--- src/rtl/seg_divn_pkg.sv ---
package seg_divn_pkg;

    localparam int NIB_W   = 4;
    localparam int TOP_W   = 3;
    localparam int DIG_MAX = 9;

    typedef enum logic [2:0] {
        SEL_DIV2  = 3'b000,
        SEL_DIV4  = 3'b001,
        SEL_DIV5  = 3'b010,
        SEL_DIV10 = 3'b011,
        SEL_DIV8  = 3'b100
    } fsel_e;

    typedef struct packed {
        logic [NIB_W-1:0] mod_m1;   // fast modulus minus one
        logic [2:0]       fbits;    // nibble bits owned by fast segment
        logic [TOP_W-1:0] top_max;  // largest top-segment value
    } seg_cfg_t;

    function automatic seg_cfg_t decode_sel(input logic [2:0] sel);
        seg_cfg_t c;
        case (sel)
            SEL_DIV2:  c = '{mod_m1: 4'd1, fbits: 3'd1, top_max: 3'd7};
            SEL_DIV4:  c = '{mod_m1: 4'd3, fbits: 3'd2, top_max: 3'd3};
            SEL_DIV5:  c = '{mod_m1: 4'd4, fbits: 3'd3, top_max: 3'd1};
            SEL_DIV8:  c = '{mod_m1: 4'd7, fbits: 3'd3, top_max: 3'd1};
            default:   c = '{mod_m1: 4'd9, fbits: 3'd4, top_max: 3'd0};
        endcase
        return c;
    endfunction

    function automatic logic [NIB_W-1:0] bcd_sat(input logic [NIB_W-1:0] d);
        return (d > NIB_W'(DIG_MAX)) ? NIB_W'(DIG_MAX) : d;
    endfunction

    function automatic logic [NIB_W-1:0] fast_load(input logic [NIB_W-1:0] nib,
                                                   input seg_cfg_t c);
        logic [NIB_W:0]   wide;
        logic [NIB_W-1:0] v;
        wide = ((NIB_W+1)'(1) << c.fbits) - (NIB_W+1)'(1);
        v    = nib & wide[NIB_W-1:0];
        return (v > c.mod_m1) ? c.mod_m1 : v;
    endfunction

    function automatic logic [TOP_W-1:0] top_load(input logic [NIB_W-1:0] nib,
                                                  input seg_cfg_t c);
        logic [NIB_W-1:0] sh;
        sh = nib >> c.fbits;
        return sh[TOP_W-1:0];
    endfunction

endpackage

--- src/rtl/seg_divn_fast.sv ---
module seg_divn_fast
    import seg_divn_pkg::*;
(
    input  logic             clk_i,
    input  logic             rst_i,
    input  logic             load_i,
    input  logic [NIB_W-1:0] load_val_i,
    input  logic [NIB_W-1:0] mod_m1_i,
    output logic [NIB_W-1:0] val_o,
    output logic             borrow_o
);

    logic [NIB_W-1:0] val_q;

    always_ff @(posedge clk_i) begin
        if (load_i)
            val_q <= load_val_i;
        else if (val_q == '0)
            val_q <= mod_m1_i;
        else
            val_q <= val_q - NIB_W'(1);
    end

    assign val_o    = val_q;
    assign borrow_o = (val_q == '0) && !load_i;

    // the fast value never leaves the range of the active modulus
    p_fast_range_r6: assert property (@(posedge clk_i) disable iff (rst_i)
        val_q <= mod_m1_i);

    // underflow wraps to modulus minus one
    p_fast_wrap_r1: assert property (@(posedge clk_i) disable iff (rst_i)
        (!load_i && val_q == '0) |=> (val_q == $past(mod_m1_i)));

endmodule

--- src/rtl/seg_divn_decade.sv ---
module seg_divn_decade
    import seg_divn_pkg::*;
(
    input  logic             clk_i,
    input  logic             rst_i,
    input  logic             load_i,
    input  logic [NIB_W-1:0] load_digit_i,
    input  logic             dec_i,
    output logic             zero_o,
    output logic             borrow_o
);

    logic [NIB_W-1:0] digit_q;

    always_ff @(posedge clk_i) begin
        if (load_i)
            digit_q <= load_digit_i;
        else if (dec_i)
            digit_q <= (digit_q == '0) ? NIB_W'(DIG_MAX) : digit_q - NIB_W'(1);
    end

    assign zero_o   = (digit_q == '0);
    assign borrow_o = dec_i && zero_o && !load_i;

    // every decade holds a legal BCD digit
    p_digit_bcd_r5: assert property (@(posedge clk_i) disable iff (rst_i)
        digit_q <= NIB_W'(DIG_MAX));

    // a decade wraps from zero to nine when borrowed from
    p_decade_wrap_r4: assert property (@(posedge clk_i) disable iff (rst_i)
        (dec_i && zero_o && !load_i) |=> (digit_q == NIB_W'(DIG_MAX)));

endmodule

--- src/rtl/seg_divn_top_seg.sv ---
module seg_divn_top_seg
    import seg_divn_pkg::*;
(
    input  logic             clk_i,
    input  logic             rst_i,
    input  logic             load_i,
    input  logic [TOP_W-1:0] load_val_i,
    input  logic [TOP_W-1:0] max_i,
    input  logic             dec_i,
    output logic             zero_o
);

    logic [TOP_W-1:0] val_q;

    always_ff @(posedge clk_i) begin
        if (load_i)
            val_q <= load_val_i;
        else if (dec_i)
            val_q <= (val_q == '0) ? max_i : val_q - TOP_W'(1);
    end

    assign zero_o = (val_q == '0);

    // the top segment stays within the bits the mode leaves free
    p_top_limit_r3: assert property (@(posedge clk_i) disable iff (rst_i)
        val_q <= max_i);

endmodule

--- src/rtl/seg_divn.sv ---
module seg_divn
    import seg_divn_pkg::*;
#(
    parameter  int DECADES  = 3,
    localparam int PRESET_W = NIB_W * (DECADES + 1)
)(
    input  logic                clk_i,
    input  logic                rst_i,
    input  logic [2:0]          sel_i,
    input  logic [PRESET_W-1:0] preset_i,
    output logic                pulse_o
);

    seg_cfg_t          cfg_ld;
    logic [NIB_W-1:0]  mod_m1_q;
    logic [TOP_W-1:0]  top_max_q;
    logic              fresh_q;
    logic              load;
    logic              term;
    logic              ld_small;

    logic [NIB_W-1:0]  fast_v;
    logic [NIB_W-1:0]  fast_ld;
    logic [TOP_W-1:0]  top_ld;
    logic              top_zero;
    logic [DECADES:0]  dec_chain;
    logic [DECADES-1:0] dig_zero;
    logic [DECADES-1:0] dig_ld_zero;

    assign cfg_ld  = decode_sel(sel_i);
    assign fast_ld = fast_load(preset_i[NIB_W-1:0], cfg_ld);
    assign top_ld  = top_load(preset_i[NIB_W-1:0], cfg_ld);

    // Mode is captured only at reload so a mid-count change cannot corrupt it.
    always_ff @(posedge clk_i) begin
        if (load) begin
            mod_m1_q  <= cfg_ld.mod_m1;
            top_max_q <= cfg_ld.top_max;
        end
        fresh_q <= rst_i;
    end

    seg_divn_fast u_fast (
        .clk_i      (clk_i),
        .rst_i      (rst_i),
        .load_i     (load),
        .load_val_i (fast_ld),
        .mod_m1_i   (mod_m1_q),
        .val_o      (fast_v),
        .borrow_o   (dec_chain[0])
    );

    for (genvar k = 0; k < DECADES; k++) begin : g_dec
        logic [NIB_W-1:0] dig_ld;
        assign dig_ld         = bcd_sat(preset_i[NIB_W*(k+1) +: NIB_W]);
        assign dig_ld_zero[k] = (dig_ld == '0);

        seg_divn_decade u_decade (
            .clk_i        (clk_i),
            .rst_i        (rst_i),
            .load_i       (load),
            .load_digit_i (dig_ld),
            .dec_i        (dec_chain[k]),
            .zero_o       (dig_zero[k]),
            .borrow_o     (dec_chain[k+1])
        );
    end

    seg_divn_top_seg u_top (
        .clk_i      (clk_i),
        .rst_i      (rst_i),
        .load_i     (load),
        .load_val_i (top_ld),
        .max_i      (top_max_q),
        .dec_i      (dec_chain[DECADES]),
        .zero_o     (top_zero)
    );

    // Terminal state: whole mixed-radix value is one (or a preset zero).
    assign term     = (fast_v <= NIB_W'(1)) && (&dig_zero) && top_zero;
    assign load     = rst_i || term;
    assign pulse_o  = term && !fresh_q && !rst_i;

    // Value about to be loaded is 0 or 1.
    assign ld_small = (fast_ld <= NIB_W'(1)) && (&dig_ld_zero) && (top_ld == '0);

    // the cycle opened by a reset edge is quiet
    p_quiet_after_reset_r9: assert property (@(posedge clk_i) disable iff (rst_i)
        $past(rst_i) |-> !pulse_o);

    // a pulse is followed by a low cycle unless the reload value is tiny
    p_single_pulse_r2: assert property (@(posedge clk_i) disable iff (rst_i)
        (pulse_o && !ld_small) |=> !pulse_o);

    // mode state changes only at reload
    p_mode_hold_r10: assert property (@(posedge clk_i) disable iff (rst_i)
        !load |=> ($stable(mod_m1_q) && $stable(top_max_q)));

endmodule

--- config.mk ---
export PLATFORM = sky130hd
export DESIGN_NAME = seg_divn
export DESIGN_NICKNAME = d
export VERILOG_FILES = /design/src/rtl/seg_divn_pkg.sv /design/src/rtl/seg_divn_fast.sv /design/src/rtl/seg_divn_decade.sv /design/src/rtl/seg_divn_top_seg.sv /design/src/rtl/seg_divn.sv
export SDC_FILE = /design/constraint.sdc
export NUM_CORES = 1
export LEC_CHECK = 0
export ABC_AREA = 1
export BUFFER_PORTS_ARGS = -buffer_cell sky130_fd_sc_hd__buf_4
export CAP_MARGIN = 25
export CORE_AREA = 4 4 67 69
export CTS_BUF_LIST = sky130_fd_sc_hd__clkbuf_16
export DETAILED_ROUTE_END_ITERATION = 12
export DIE_AREA = 0 0 71 73
export PLACE_DENSITY = 0.64
export SYNTH_ARGS = -nofsm -noshare
export SYNTH_HDL_FRONTEND = slang
export SYNTH_SLANG_ARGS = --single-unit
--- constraint.sdc ---
create_clock -name clk_i -period 2.7 [get_ports clk_i]
set_input_delay 0.135 -clock clk_i [delete_from_list [all_inputs] [get_ports clk_i]]
set_output_delay 0.135 -clock clk_i [all_outputs]
set_load 0.02 [all_outputs]
* Yosys cells after proc, flatten, opt, wreduce, memory -nomap -nowiden
Cells that the tools add are included.
** Cells by class
- Add/subtract/negate cells :: 6
- $lt $le $gt $ge :: 5
- Equality and inequality tests :: 3
- Shift-type cells :: 2
- Multiplexer cells :: 19
- Bitwise logic cells :: 1
- Reduce and logical (&&, ||, !) cells :: 26
** Operator list (count)
- two-way mux 4 bit :: 15
- case mux 10 bit (4 select lines) :: 1
- zero test 4 bit :: 4
- subtractor 4 x 1 -> 4 bit (second input constant) :: 4
- greater-than comparator 4 bit (second input constant) :: 3
- logical AND 1 bit :: 11
- two-way mux 3 bit :: 3
- nonzero test 2 bit :: 4
- zero test 3 bit :: 2
- AND 4 bit :: 1
- greater-than comparator 4 bit :: 1
- less-or-equal comparator 4 x 1 -> 1 bit (second input constant) :: 1
- << shifter 1 x 3 -> 4 bit (first input constant) :: 1
- right shift 4 x 3 -> 3 bit :: 1
- subtractor 4 x 2 -> 4 bit (second input constant) :: 1
- == test 3 x 1 -> 1 bit (second input constant) :: 1
- == test 3 x 2 -> 1 bit (second input constant) :: 1
- == test 3 bit (second input constant) :: 1
- zero test 1 bit :: 3
- AND reduction 3 bit :: 1
- subtractor 3 x 1 -> 3 bit (second input constant) :: 1
- logical OR 1 bit :: 1
** Word-level totals
- Register bits after elaboration :: 27
- Bits of input ports :: 21
- Output and inout bits :: 1
- Word-level logic and storage cells :: 70

* Longest topological paths before layout
- Word-level depth :: 15
- Mapped depth :: 14
- Gate-level depth less buffers :: 14

* By module
From an unflattened synthesis, not the netlist that was laid out.
** Unflattened totals
- Cell total of the unflattened synthesis :: 274
- Area total of the unflattened synthesis :: 1880.6 µm²
** Modules (own cells, without submodules)
- seg_divn_decade :: times used 3, cells each 34, area an instance 240.2 µm², sequential area each 120.1 µm²
- seg_divn :: times used 1, cells each 95, area an instance 668.1 µm², sequential area each 230.2 µm²
- seg_divn_fast :: times used 1, cells each 42, area an instance 246.5 µm², sequential area each 80.1 µm²
- seg_divn_top_seg :: times used 1, cells each 35, area an instance 245.2 µm², sequential area each 90.1 µm²

* Least setup slack after synthesis
OpenSTA, ideal clock, no wires.
- Kind :: flip-flop to flip-flop
- Start :: reg u_top.val_q[0]
- End :: reg u_top.val_q[0] (enable)
- Library setup time :: 355 ps
- Data arrival time :: 1339 ps
- Required time :: 2345 ps
- Setup slack :: 1006 ps
- Stages on the path, launching flop included :: 10
- Path buffers :: 1
- Clock period less this slack :: 1694 ps
- Cells stage by stage :: edfxtp_1 > inv_1 > ha_1 > nand2_1 > nor2_1 > nand3_2 > nand2_4 > inv_4 > buf_6 > o31ai_1
** Between the ends
- Longest elaborated chain between the ends :: 12
** Ends and longest elaborated chain
- from (decl) :: RTL line seg_divn_top_seg.sv:13 : logic [TOP_W-1:0] val_q;
- from (signal assigned) :: RTL line seg_divn_top_seg.sv:17 : val_q <= load_val_i;
- from (signal assigned) :: RTL line seg_divn_top_seg.sv:19 : val_q <= (val_q == '0) ? max_i : val_q - TOP_W'(1);
- zero test 3 bit * :: RTL line seg_divn_top_seg.sv:22 : assign zero_o = (val_q == '0);
- logical AND 1 bit * :: RTL line seg_divn.sv:80 : assign term = (fast_v <= NIB_W'(1)) && (&dig_zero) && top_zero;
- logical OR 1 bit * :: RTL line seg_divn.sv:81 : assign load = rst_i || term;
- zero test 1 bit :: RTL line seg_divn_fast.sv:25, seg_divn_decade.sv:23
- logical AND 1 bit :: RTL line seg_divn_fast.sv:25 : assign borrow_o = (val_q == '0) && !load_i;
- logical AND 1 bit (6 in a row) :: RTL line seg_divn_decade.sv:23 : assign borrow_o = dec_i && zero_o && !load_i;
- nonzero test 2 bit (no line) *
Every way passes the cells marked *; elsewhere a longest branch is shown, timed or not.
A chain may end at the register's enable or synchronous reset.

* Worst setup path in the final report
Same ends and word-level chain as after synthesis.

==> flow_summary_export.csv <==
group,metric,value,unit
run_status,outcome,"complete, no violations",
setup_path,critPathMaxFanout,32,
placement,routabilityCongestion,0.818,
setup_path,startpoint,"u_top.val_q[0]$_DFFE_PP_",
finish,syn2layout_area_growth,15.1,%
min_path,hp-start,"preset_i[3]",
clock_tree,cts.path.max_buffers,2,
clock_tree,clk_pin_slew,60,ps
setup_path,crit_type,"register to register",
clock_tree,cts.sinks,27,
synthesis,ys_types,27,
synthesis,syn_avg_cell_area,7.91,µm²
clock_tree,cts_root_buf,"clkbuf_16",
synthesis,synth_area_leaders,"edfxtp_1 (36%), nand2_1 (13%), inv_1 (7.0%)",
global_route,grt_pass1_wl,5600,µm
routing,via_per_inst,4.75,
clock_tree,cts-buffers-inserted,3,
sta,setup_viol,0,
synthesis,synth-edff-count,22,
global_route,grtUsageTotal,0.133,
synthesis,synth_flop_cell,"edfxtp_1",
routing,wl,3090,µm
setup_path,end_kind,"register",
sta,fin_worst_skew,3.27,ps
sta,grt_setup_unrepaired,"no",
power_and_ir_drop,clkPwrFrac,0.255,
sta,timing.hold.ws,136,ps
power_and_ir_drop,finalPower,1.28,mW
finish,drive_above_1_share,0.165,
placement,portBuffers,21,
synthesis,yosysTopAreaCell,"edfxtp_1",
synthesis,syn_nets,261,
placement,placed_area,2010,µm²
flow_run,cap_violations,0,
synthesis,yosys_warnings,0,
min_path,hold_class,"input pin to register",
floorplan,io_pins,22,
sta,fin_ws,691,ps
power_and_ir_drop,ir_drop,254,µV
routing,num_vias,1445,
setup_path,reg2reg_slack,690,ps
setup_path,arrival,1910,ps
power_and_ir_drop,p_int,0.881,mW
floorplan,start_util,0.467,
clock_tree,h-tree-depth,1,
global_route,antenna_found_initial,0,
synthesis,yosysSeqAreaShare,0.416,
setup_path,cp.required,2600,ps
sta,fin_crit_sh,0.744,
floorplan,die_y,73,µm
routing,drt_pass1_iterations,4,
sta,hold_violations,0,
min_path,whs_path_depth,3,
global_route,grt_pass1_vias,1348,
power_and_ir_drop,p_sw,0.396,mW
power_and_ir_drop,seqPwrFrac,0.455,
floorplan,die_w,71,µm
setup_path,start_kind,"register",
power_and_ir_drop,leakage,1.03,nW
sta,setup_tns,0,ps
sta,min_period,2010,ps
power_and_ir_drop,cellPowerDensity,607,nW/µm²
synthesis,synth_top_area_share,0.362,
floorplan,rows,23,
routing,ant_nets,0,
routing,wl_per_cell,10.2,µm
setup_path,rr_startpoint,"u_top.val_q[0]$_DFFE_PP_",
clock_tree,cts_tree,"yes",
floorplan,coreArea,3910,µm²
setup_path,r2r_end,"u_top.val_q[0]$_DFFE_PP_",
power_and_ir_drop,comb_power_share,0.290,
placement,dp_hpwl,2480,µm
finish,diodes,0,
finish,final_nets,285,
sta,drv_slew,0,
routing,drc,0,
synthesis,ys_async_sr_fraction,0,
min_path,min_to,"u_fast.val_o[3]$_DFF_P_",
global_route,grt_max_degree,33,
power_and_ir_drop,switching_share,0.310,
clock_tree,clock_latency,260,ps
global_route,overflow,0,
synthesis,syn_inst,231,
setup_path,r2r_cells,8,
sta,max_freq,0.498,GHz
synthesis,syn_area,1830,µm²
finish,final_area,2100,µm²
floorplan,die-area,5180,µm²
placement,dp_slack,674,ps
clock_tree,cts_setup_buffers,0,
routing,drtIter0Drc,59,
synthesis,synth_seq_cells,27,
[cell type report]
| type | instances | area, µm² |
|---|---|---|
| clock inverter | 1 | 3.75 |
| multi-input combinational | 166 | 898 |
| fill | 385 | 1810 |
| timing repair buffer | 22 | 168 |
| inverter | 35 | 134 |
| sequential | 27 | 761 |
| clock buffer | 3 | 75.1 |
| tap | 50 | 62.6 |
[registers in the layout, indices dropped and copies added (netlist names)]
signal,count
u_top.val_q,3
top_max_q,3
fresh_q,1
g_dec.u_decade.digit_q,12
mod_m1_q,4
u_fast.val_o,4
[logic make-up after synthesis]
family / synth area share
AND/OR/NAND/NOR: 0.304
buffers and inverters: 0.0918
AO/OA/AOI/OAI: 0.0925
flip-flops: 0.416
adder cells (fa/ha/maj): 0.0616
XOR/XNOR: 0.0144
multiplexers: 0.0171
other: 0.00205
[stage by stage]
step | utilization | cells
2_1_floorplan | - | 231
3_3_place_gp | 0.514 | 299
3_5_place_dp | 0.514 | 299
4_1_cts | 0.537 | 304
5_1_grt | 0.537 | 304
6_report | 0.537 | 304
[timing repair]
item,4_1_cts,5_1_grt
gates resized for setup,0,0
hold buffers,1,0
hold endpoints to repair,1,0
[how the worst max path moves through the flow]
stage / cells past startpoint / slack, ps / endpoint
floorplan: 9 / 1010 / u_top.val_q[0]$_DFFE_PP_
global placement: 8 / 770 / u_top.val_q[2]$_DFFE_PP_
detailed placement: 8 / 670 / u_top.val_q[2]$_DFFE_PP_
CTS: 8 / 670 / u_top.val_q[0]$_DFFE_PP_
global route: 8 / 470 / u_top.val_q[0]$_DFFE_PP_
finish: 8 / 690 / u_top.val_q[0]$_DFFE_PP_
[cell usage after synthesis (2+ instances only)]
cell type / count
nand2_1: 63
inv_1: 34
edfxtp_1: 22
nand3_1: 20
o21ai_0: 15
nor2_1: 13
a21oi_1: 11
ha_1: 9
nand2_2: 8
dfxtp_1: 5
nand4_1: 4
nor2_4: 4
buf_6: 3
nor3_1: 3
o21bai_1: 3
mux2i_1: 2
xnor2_1: 2
[placed cells by master, fill, tap and decap left out, drive strengths merged]
cell and n:
mux2i 2, nor2 18, dfxtp 5, xor2 1, o21bai 3, ha 9
nand2 72, buf 21, edfxtp 22, nand4 4, inv 36, o21ai 16
nand3 21, nor3 3, a21oi 11, o31ai 1, dlygate4sd3 1, xnor2 2
nand3b 1, clkbuf 3, conb 1, mux2 1
[worst max-delay path: stages (launching register included)]
cell      delay [ps]
edfxtp_1         360
inv_1            100
ha_1             160
nand2_1          140
nor2_1           160
nand3_2          120
nand2_4          280
inv_4            160
o31ai_1          170
[power groups by stage]
stage / Combinational [mW] / Sequential, mW / Clock [mW]
CTS: 0.374 / 0.580 / 0.333
global placement: 0.369 / 0.589 / 0
floorplan: 0.292 / 0.580 / 0
detailed placement: 0.370 / 0.589 / 0
global route: 0.434 / 0.591 / 0.350
finish: 0.370 / 0.581 / 0.326
[layer usage]
| metal | vias up | share of wire | track usage |
|---|---|---|---|
| met5 | - | 0 | 0 |
| met4 | 0 | 0.022 | 0.0564 |
| met3 | 5 | 0.030 | 0.0165 |
| met2 | 20 | 0.46 | 0.228 |
| met1 | 623 | 0.48 | 0.171 |
| li1 | 797 | - | - |
Note: power is estimated with default switching activity, not from simulation.
